==> config.mk <==
export PLATFORM = sky130hd
export DESIGN_NAME = ccf_eval
export DESIGN_NICKNAME = d
export VERILOG_FILES = /design/src/rtl/ccf_pkg.sv /design/src/rtl/ccf_lane.sv /design/src/rtl/ccf_addcv.sv /design/src/rtl/ccf_select.sv /design/src/rtl/ccf_stage.sv /design/src/rtl/ccf_eval.sv
export SDC_FILE = /design/constraint.sdc
export NUM_CORES = 1
export LEC_CHECK = 0
export CAP_MARGIN = 5
export CORE_MARGIN = 2
export CORE_UTILIZATION = 55
export DETAILED_ROUTE_END_ITERATION = 16
export DONT_BUFFER_PORTS = 1
export GPL_ROUTABILITY_DRIVEN = 0
export PLACE_DENSITY = 0.7
export SLEW_MARGIN = 20
export SYNTH_ARGS = -nofsm -noshare
export SYNTH_HDL_FRONTEND = slang
export SYNTH_SLANG_ARGS = --single-unit
export TNS_END_PERCENT = 30
==> constraint.sdc <==
create_clock -name clk -period 15.55 [get_ports clk]
set_input_delay 3.11 -clock clk [delete_from_list [all_inputs] [get_ports clk]]
set_output_delay 3.11 -clock clk [all_outputs]
set_load 0.05 [all_outputs]
==> src/rtl/ccf_pkg.sv <==
package ccf_pkg;
   localparam int CLS_W  = 4;
   localparam int FLAG_W = 4;

   typedef enum logic [CLS_W-1:0] {
      CC_RAW   = 4'd0,
      CC_LOGIC = 4'd1,
      CC_ADD   = 4'd2,
      CC_SUB   = 4'd3,
      CC_CMP8  = 4'd4,
      CC_CMP16 = 4'd5,
      CC_ADDX  = 4'd6,
      CC_SUBX  = 4'd7,
      CC_SHIFT = 4'd8
   } cc_class_e;

   // bit 3 = N, bit 2 = Z, bit 1 = V, bit 0 = C
   typedef struct packed {
      logic n;
      logic z;
      logic v;
      logic c;
   } ccf_flags_t;

   // per-width subtract view
   typedef struct packed {
      logic n;
      logic z;
      logic sub_c;
      logic sub_v;
   } ccf_lane_t;
endpackage

==> src/rtl/ccf_lane.sv <==
// Sign, zero and subtract-type carry/overflow for one operand width.
module ccf_lane #(
   parameter int W = 32
) (
   input  logic [W-1:0]     res,
   input  logic [W-1:0]     src,
   input  logic             ext,
   output ccf_pkg::ccf_lane_t lane
);
   localparam int MSB = W - 1;

   logic [W-1:0] minuend;
   logic [W-1:0] ov_vec;

   always_comb begin
      minuend    = res + src + {{(W-1){1'b0}}, ext};
      ov_vec     = (minuend ^ res) & (minuend ^ src);
      lane.n     = res[MSB];
      lane.z     = ~|res;
      lane.sub_c = ext ? (minuend <= src) : (minuend < src);
      lane.sub_v = ov_vec[MSB];
   end
endmodule

==> src/rtl/ccf_addcv.sv <==
// Add-type carry/overflow inferred from result and one addend.
module ccf_addcv #(
   parameter int W = 32
) (
   input  logic [W-1:0] res,
   input  logic [W-1:0] src,
   input  logic         ext,
   output logic         add_c,
   output logic         add_v
);
   localparam int MSB = W - 1;

   logic [W-1:0] other;
   logic [W-1:0] ov_vec;

   always_comb begin
      other  = res - src - {{(W-1){1'b0}}, ext};
      ov_vec = (src ^ res) & ~(other ^ src);
      add_c  = ext ? (res <= src) : (res < src);
      add_v  = ov_vec[MSB];
   end
endmodule

==> src/rtl/ccf_select.sv <==
// Combinational class decode and flag selection.
module ccf_select #(
   parameter int DATA_W = 32,
   parameter int HALF_W = 16,
   parameter int BYTE_W = 8
) (
   input  logic [ccf_pkg::CLS_W-1:0] cls,
   input  logic [DATA_W-1:0]         res,
   input  logic [DATA_W-1:0]         src,
   input  logic                      old_z,
   output ccf_pkg::ccf_flags_t       flags,
   output logic                      err
);
   import ccf_pkg::*;

   localparam int N_LANES = 3;

   logic      ext;
   logic      add_c, add_v;
   ccf_lane_t lanes [N_LANES];

   assign ext = (cls == CC_ADDX) || (cls == CC_SUBX);

   for (genvar gi = 0; gi < N_LANES; gi++) begin : g_lane
      localparam int LW = (gi == 0) ? DATA_W : ((gi == 1) ? HALF_W : BYTE_W);
      ccf_lane #(.W(LW)) u_lane (
         .res  (res[LW-1:0]),
         .src  (src[LW-1:0]),
         .ext  (ext),
         .lane (lanes[gi])
      );
   end

   ccf_addcv #(.W(DATA_W)) u_add (
      .res   (res),
      .src   (src),
      .ext   (ext),
      .add_c (add_c),
      .add_v (add_v)
   );

   always_comb begin
      flags = '0;
      err   = 1'b0;
      case (cls)
         CC_RAW:   flags = res[FLAG_W-1:0];
         CC_LOGIC: begin
            flags.n = lanes[0].n;
            flags.z = lanes[0].z;
         end
         CC_ADD, CC_ADDX: begin
            flags.n = lanes[0].n;
            flags.z = lanes[0].z & (~ext | old_z);
            flags.c = add_c;
            flags.v = add_v;
         end
         CC_SUB, CC_SUBX: begin
            flags.n = lanes[0].n;
            flags.z = lanes[0].z & (~ext | old_z);
            flags.c = lanes[0].sub_c;
            flags.v = lanes[0].sub_v;
         end
         CC_CMP16: begin
            flags.n = lanes[1].n;
            flags.z = lanes[1].z;
            flags.c = lanes[1].sub_c;
            flags.v = lanes[1].sub_v;
         end
         CC_CMP8: begin
            flags.n = lanes[2].n;
            flags.z = lanes[2].z;
            flags.c = lanes[2].sub_c;
            flags.v = lanes[2].sub_v;
         end
         CC_SHIFT: begin
            flags.n = lanes[0].n;
            flags.z = lanes[0].z;
            flags.c = |src;
         end
         default:  err = 1'b1;
      endcase
   end
endmodule

==> src/rtl/ccf_stage.sv <==
// Output register: loads on strobe, holds otherwise.
module ccf_stage #(
   parameter int FW = 4
) (
   input  logic          clk,
   input  logic          rst_n,
   input  logic          load,
   input  logic [FW-1:0] d_flags,
   input  logic          d_err,
   output logic [FW-1:0] q_flags,
   output logic          q_err,
   output logic          q_valid
);
   always_ff @(posedge clk) begin
      if (!rst_n) begin
         q_flags <= '0;
         q_err   <= 1'b0;
         q_valid <= 1'b0;
      end else begin
         q_valid <= load;
         if (load) begin
            q_flags <= d_flags;
            q_err   <= d_err;
         end
      end
   end
endmodule

==> src/rtl/ccf_eval.sv <==
module ccf_eval #(
   parameter int DATA_W = 32,
   parameter int HALF_W = 16,
   parameter int BYTE_W = 8
) (
   input  logic                      clk,
   input  logic                      rst_n,
   input  logic                      in_valid,
   input  logic [ccf_pkg::CLS_W-1:0] in_class,
   input  logic [DATA_W-1:0]         in_result,
   input  logic [DATA_W-1:0]         in_src,
   input  logic                      in_old_z,
   output logic [ccf_pkg::FLAG_W-1:0] out_flags,
   output logic                      out_valid,
   output logic                      out_err
);
   import ccf_pkg::*;

   if (BYTE_W < 2 || HALF_W <= BYTE_W || DATA_W < HALF_W || DATA_W < FLAG_W) begin : g_bad_w
      $error("ccf_eval: widths must satisfy 2 <= BYTE_W < HALF_W <= DATA_W, DATA_W >= FLAG_W");
   end

   ccf_flags_t nxt_flags;
   logic       nxt_err;

   ccf_select #(.DATA_W(DATA_W), .HALF_W(HALF_W), .BYTE_W(BYTE_W)) u_sel (
      .cls   (in_class),
      .res   (in_result),
      .src   (in_src),
      .old_z (in_old_z),
      .flags (nxt_flags),
      .err   (nxt_err)
   );

   ccf_stage #(.FW(FLAG_W)) u_stage (
      .clk     (clk),
      .rst_n   (rst_n),
      .load    (in_valid),
      .d_flags (nxt_flags),
      .d_err   (nxt_err),
      .q_flags (out_flags),
      .q_err   (out_err),
      .q_valid (out_valid)
   );
endmodule

== Word level (Yosys, flattened, before mapping) ==
Cells that the tools add are included.

* Equal/unequal tests: 8
* Muxes and demuxes: 8
* Magnitude comparators: 8
* Reductions and logical operators: 14
* $add $sub $neg: 8
* Bitwise operators: 16

{| class="wikitable"
|+ Operator list
! operator !! count
|-
| XOR 32 bit || 4
|-
| bitwise AND 32 bit || 2
|-
| <= comparator 32 bit || 2
|-
| < comparator 32 bit || 2
|-
| OR reduction 32 bit || 2
|-
| adder 32 x 1 -> 32 bit || 1
|-
| adder 32 bit || 1
|-
| inverter 32 bit || 1
|-
| subtractor 32 x 1 -> 32 bit || 1
|-
| subtractor 32 bit || 1
|-
| XOR 16 bit || 2
|-
| adder 16 x 1 -> 16 bit || 1
|-
| adder 16 bit || 1
|-
| bitwise AND 16 bit || 1
|-
| == test 4 x 3 -> 1 bit (second input constant) || 4
|-
| <= comparator 16 bit || 1
|-
| < comparator 16 bit || 1
|-
| OR reduction 16 bit || 1
|-
| XOR 8 bit || 2
|-
| one-hot mux 2 bit (5 select lines) || 1
|-
| OR reduction 9 bit || 1
|-
| adder 8 x 1 -> 8 bit || 1
|-
| adder 8 bit || 1
|-
| bitwise AND 8 bit || 1
|-
| 17 further kinds || 26
|}

* Word-level logic and storage cells: 65
* Output and inout port bits: 6
* Register bits: 6
* Input port bits: 72

== Depth between registers and ports, before layout ==
* Depth after elaboration: 7
* Gate-level depth with buffers: 22
* Mapped depth without buffers: 22

== Modules after synthesis ==
Synthesis repeated with hierarchy kept, for this count alone.

* Cell total of the unflattened synthesis: 957
* Area, all modules: 7090.6 um2

{| class="wikitable"
|+ Modules (own cells, without submodules)
! module !! cells each !! area an instance (um2) !! seq. area each (um2) !! instances
|-
| ccf_lane (u_sel.g_lane[0].u_lane) || 354 || 2612.5 || 0.0 || 1
|-
| ccf_addcv || 306 || 2164.6 || 0.0 || 1
|-
| ccf_lane (u_sel.g_lane[1].u_lane) || 155 || 1182.4 || 0.0 || 1
|-
| ccf_lane (u_sel.g_lane[2].u_lane) || 74 || 590.6 || 0.0 || 1
|-
| ccf_select || 50 || 320.3 || 0.0 || 1
|-
| ccf_stage || 18 || 220.2 || 120.1 || 1
|}

== Worst setup path after synthesis ==
OpenSTA, ideal clock, no wires.

* Kind: input port to flip-flop
* Start point: input in_class[1] (netlist bit)
* End point: register u_stage.q_flags[0]
* Data arrival time: 7112 ps
* Cell stages on the path: 22
* Library setup time: 58 ps
* Slack: 8381 ps
* Data required time: 15492 ps
* Path buffers: 1
* Cells stage by stage: clkbuf_1 > nand2_1 > inv_1 > fa_1 > inv_1 > fa_1 > nor2_1 > o221ai_1 > a21oi_2 > o31a_2 > or4_1 > a31oi_1 > xnor2_1 > ha_1 > a21o_1 > a21oi_1 > o21ai_0 > a221o_1 > a221oi_1 > o21ai_0 > a221oi_1 > a211o_1

* Word-level cells in the longest chain between the ends: 6
* Elaborated cells on any way between the ends: 25
* Classes of those cells: 3 x add/sub; 6 x order compare; 7 x eq/ne; 5 x mux; 4 x reduce/logical

{| class="wikitable"
|+ Ends and longest elaborated chain
! element !! RTL line !! text
|-
| start, declared || ccf_eval.sv:9 || <nowiki>input logic [ccf_pkg::CLS_W-1:0] in_class,</nowiki>
|-
| == test 4 x 3 -> 1 bit || ccf_select.sv:22, ccf_select.sv:45 ||
|-
| logical OR 1 bit || ccf_select.sv:22 || <nowiki>assign ext = (cls == CC_ADDX) || (cls == CC_SUBX);</nowiki>
|-
| adder 32 x 1 -> 32 bit (tied with other cells) || ccf_lane.sv:16 || <nowiki>minuend = res + src + {{(W-1){1'b0}}, ext};</nowiki>
|-
| < comparator 32 bit (tied with other cells) || ccf_lane.sv:20 || <nowiki>lane.sub_c = ext ? (minuend <= src) : (minuend < src);</nowiki>
|-
| two-way mux 1 bit || ccf_lane.sv:20 ||
|-
| one-hot mux 1 bit (6 select lines) (*) || ccf_select.sv:45 || <nowiki>case (cls)</nowiki>
|-
| end signal, assigned || ccf_stage.sv:22 || <nowiki>q_flags <= d_flags;</nowiki>
|-
| end, declared || ccf_stage.sv:10 || <nowiki>output logic [FW-1:0] q_flags,</nowiki>
|}

Every way passes the cells marked *; elsewhere a longest branch is shown, timed or not.
A chain may end at the register's enable or synchronous reset.

== Worst setup path in the final report ==
* Start point: input in_class[2] (netlist bit)
* End point: register u_stage.q_flags[0]

The elaborated chain is that of the path after synthesis.

==> impl_metrics.py <==
metrics = {
    "worst_setup_path": {
        "cp_num_buf_inv": 2,
        "slowest_stage": "or4_1",
        "r2r_slack_ps": 13930,
        "worstSetupStartpointType": "primary input",
        "critPathTopFamily": "compound AO/OA/AOI/OAI gates",
        "crit_type": "in2reg",
        "r2r_start": "u_stage.q_flags[1]",
        "r2r-end": "u_stage.q_flags[1]",
        "crit_fanout": 5,
        "path_cells": "nor2b_1, nand2_1, inv_1, fa_1, inv_1, fa_1, nor2_1, o221ai_1, a21oi_2, o31a_2, or4_1, a31oi_1, xnor2_1, ha_1, a21o_1, a21oi_1, o21ai_0, a221o_1, a221oi_1, o21ai_0, a221oi_1, a211o_1",
        "end_kind": "flop",
        "r2r_cells": 6,
        "crit_path_start": "in_class[2]",
        "cpPeakStageDelay_ps": 390,
        "cp.arrival_ps": 7720,
        "required_ps": 15720,
    },
    "global_route": {
        "grt_max_degree": 13,
        "antenna_found_initial": 0,
        "met3_usage_pct": 4.35,
        "top_usage_layer": "met2",
        "grt_pass1_vias": 5161,
        "grt_pass1_wl_mm": 25.0,
        "grtUsageTotal_pct": 30.1,
        "grtUsageMet2_pct": 47.7,
        "grt.overflow.total": 0,
        "grt_util_met1_pct": 42.8,
    },
    "synth": {
        "synthMuxAreaShare_pct": 0.809,
        "synth_cell_types": 67,
        "syn_area_per_cell_sq_um": 7.26,
        "yosys_warnings": 0,
        "synth-xor-area-share_pct": 5.09,
        "synth_compound_area_share_pct": 24.3,
        "synth_fa_ha_area_share_pct": 37.3,
        "ys_seq_elements": 6,
        "yosys.area_share.simple_pct": 19.9,
        "seq_area_frac_synth_pct": 2.28,
        "synthArstFlopShare_pct": 0,
        "ys.flop_type": "dfxtp_1",
        "synth_top_family_by_area": "adder cells",
        "syn-instance-count": 724,
        "synth_edf_count": 0,
        "syn-cell-area_sq_mm": 0.00526,
        "synth_nets": 951,
    },
    "clock_network": {
        "htree_levels": 1,
        "cts_resized": 0,
        "cts_tree": "done",
        "post_cts_buffers": 0,
        "numCtsBuffers": 3,
        "clockBufferDepth": 2,
        "hold_buffers": 0,
        "clkSinkCount": 6,
        "clock_latency_ps": 220,
        "clk_pin_slew_ps": 40,
        "clock-root-buffer": "clkbuf_8",
    },
    "routing": {
        "wl_per_cell_um": 18.4,
        "vias_per_cell": 6.33,
        "wirelength_mm": 15.6,
        "drt_iter0_drc": 362,
        "drc": 0,
        "firstDrtPassIters": 6,
        "ant_nets": 0,
        "dr_total_vias": 5369,
    },
    "die": {
        "die_w_um": 102,
        "pin_count": 78,
        "start_util_pct": 56.9,
        "core_area_sq_mm": 0.00924,
        "rows": 35,
        "die_area_sq_mm": 0.0104,
        "die_h_um": 102,
    },
    "timing": {
        "relSlewSlack_pct": 52.8,
        "slew_viol_final": 0,
        "finalSetupTns_ps": 0,
        "rsz0062_at_grt": "false",
        "fmax_mhz": 132,
        "fin_crit_sh_pct": 48.6,
        "fin_ws_ps": 8000,
        "tightest_slew_ps": 699,
        "period_minus_slack_ps": 7550,
        "setup_violations": 0,
        "timing.final.hold_violations": 0,
        "finalClockSkew_ps": 0,
    },
    "hold_path": {
        "min_from": "u_stage.q_err",
        "hold_path_end": "u_stage.q_err",
        "worstHoldPathType": "reg2reg",
        "whs_path_depth": 2,
    },
    "placement": {
        "place_worst_setup_slack_ps": 7880,
        "hpwl_mm": 13.5,
        "portBuffers": 0,
    },
    "power_and_ir_drop": {
        "p_leak_nw": 2.74,
        "p_per_area_mw_per_mm2": 44.1,
        "vdd.ir_drop.worst_v": 0.0000681,
    },
    "final_layout": {
        "diodes": 0,
        "layout-drive-gt1-share_pct": 3.20,
        "syn2layout_area_growth_pct": 3.28,
        "fin_nets": 948,
        "final_common_cell": "ha_1",
        "layout_common_cells": "ha_1 (152), inv_1 (135), a21oi_1 (55), nor2_1 (46), nand2_1 (30)",
    },
    "run_status": {
        "status": "complete, no violations",
    },
    "flow_run": {
        "drv_cap": 0,
    },
}
-- Yosys cell counts, drive strengths merged (5+ instances only) --
cell | number | area, sq um
ha | 152 | 1900
inv | 135 | 507
a21oi | 56 | 284
nor2 | 46 | 173
nand2 | 30 | 113
o21ai | 27 | 139
nor4 | 26 | 163
xnor2 | 26 | 228
a21o | 21 | 160
nand4 | 21 | 131
nor3 | 16 | 80.1
o31ai | 13 | 97.6
nand3 | 12 | 60.1
nor2b | 10 | 62.6
a211oi | 8 | 60.1
clkbuf | 8 | 30.0
a31oi | 6 | 37.5
dfxtp | 6 | 120
o211ai | 6 | 50.1
o21bai | 6 | 45.0
a2111oi | 5 | 50.0
and3 | 5 | 31.3
and4 | 5 | 43.8
-- state kept, by name, summed over array words and instances, names as in the netlist --
| name | cells |
|---|---|
| u_stage.q_flags | 4 |
| u_stage.q_err | 1 |
| u_stage.q_valid | 1 |
-- logic make-up after synthesis --
kind of cell | Yosys count
compound gates | 189
xor+xnor | 29
fa+ha+maj | 155
buf+inv | 145
flops | 6
mux | 4
simple gates | 196
-- power by group --
group          switching, mW  internal, mW
Sequential           0.00321        0.0163
Clock                0.00684        0.0166
Combinational          0.113        0.0833
-- layout make-up --
| type | count | area, sq um |
|---|---|---|
| clock buffers | 3 | 41.3 |
| fillers | 872 | 3810 |
| inverters | 137 | 514 |
| multi-input cells | 573 | 4590 |
| flip-flops and latches | 6 | 120 |
| well taps | 129 | 161 |
-- metal layers --
layer  share of wire (%)  vias to the layer above  wire, um
met5                   0                        -         0
met4                 2.8                        0       444
met3                 9.4                       35      1460
met2                  43                      261      6700
met1                  45                     2487      7000
li1                    -                     2586         -
-- worst max path at each step --
stage	to	cells after the start
6_report	u_stage.q_flags[0]	22
2_1_floorplan	u_stage.q_flags[0]	22
5_1_grt	u_stage.q_flags[0]	22
3_5_place_dp	u_stage.q_flags[0]	22
4_1_cts	u_stage.q_flags[0]	22
3_3_place_gp	u_stage.q_flags[0]	22
-- worst min-delay path: cells and delay by family (launching register included) --
family / cells / cell delay (ps)
flip-flops: 1 / 470
AND/OR/NAND/NOR: 1 / 130
AO/OA/AOI/OAI: 1 / 70
-- stage by stage --
| stage | power, mW | std cells | hold WS, ps | cell area, sq um | utilization [%] |
|---|---|---|---|---|---|
| after floorplan | 0.169 | 724 | 689 | 5260 | - |
| after global placement | 0.206 | 845 | 711 | 5390 | 58.3 |
| after detailed placement | 0.211 | 845 | 714 | 5390 | 58.3 |
| after CTS | 0.237 | 848 | 719 | 5430 | 58.8 |
| after global routing | 0.266 | 848 | 780 | 5430 | 58.8 |
| final | 0.240 | 848 | 715 | 5430 | 58.8 |
(Power assumes the default switching activity.)
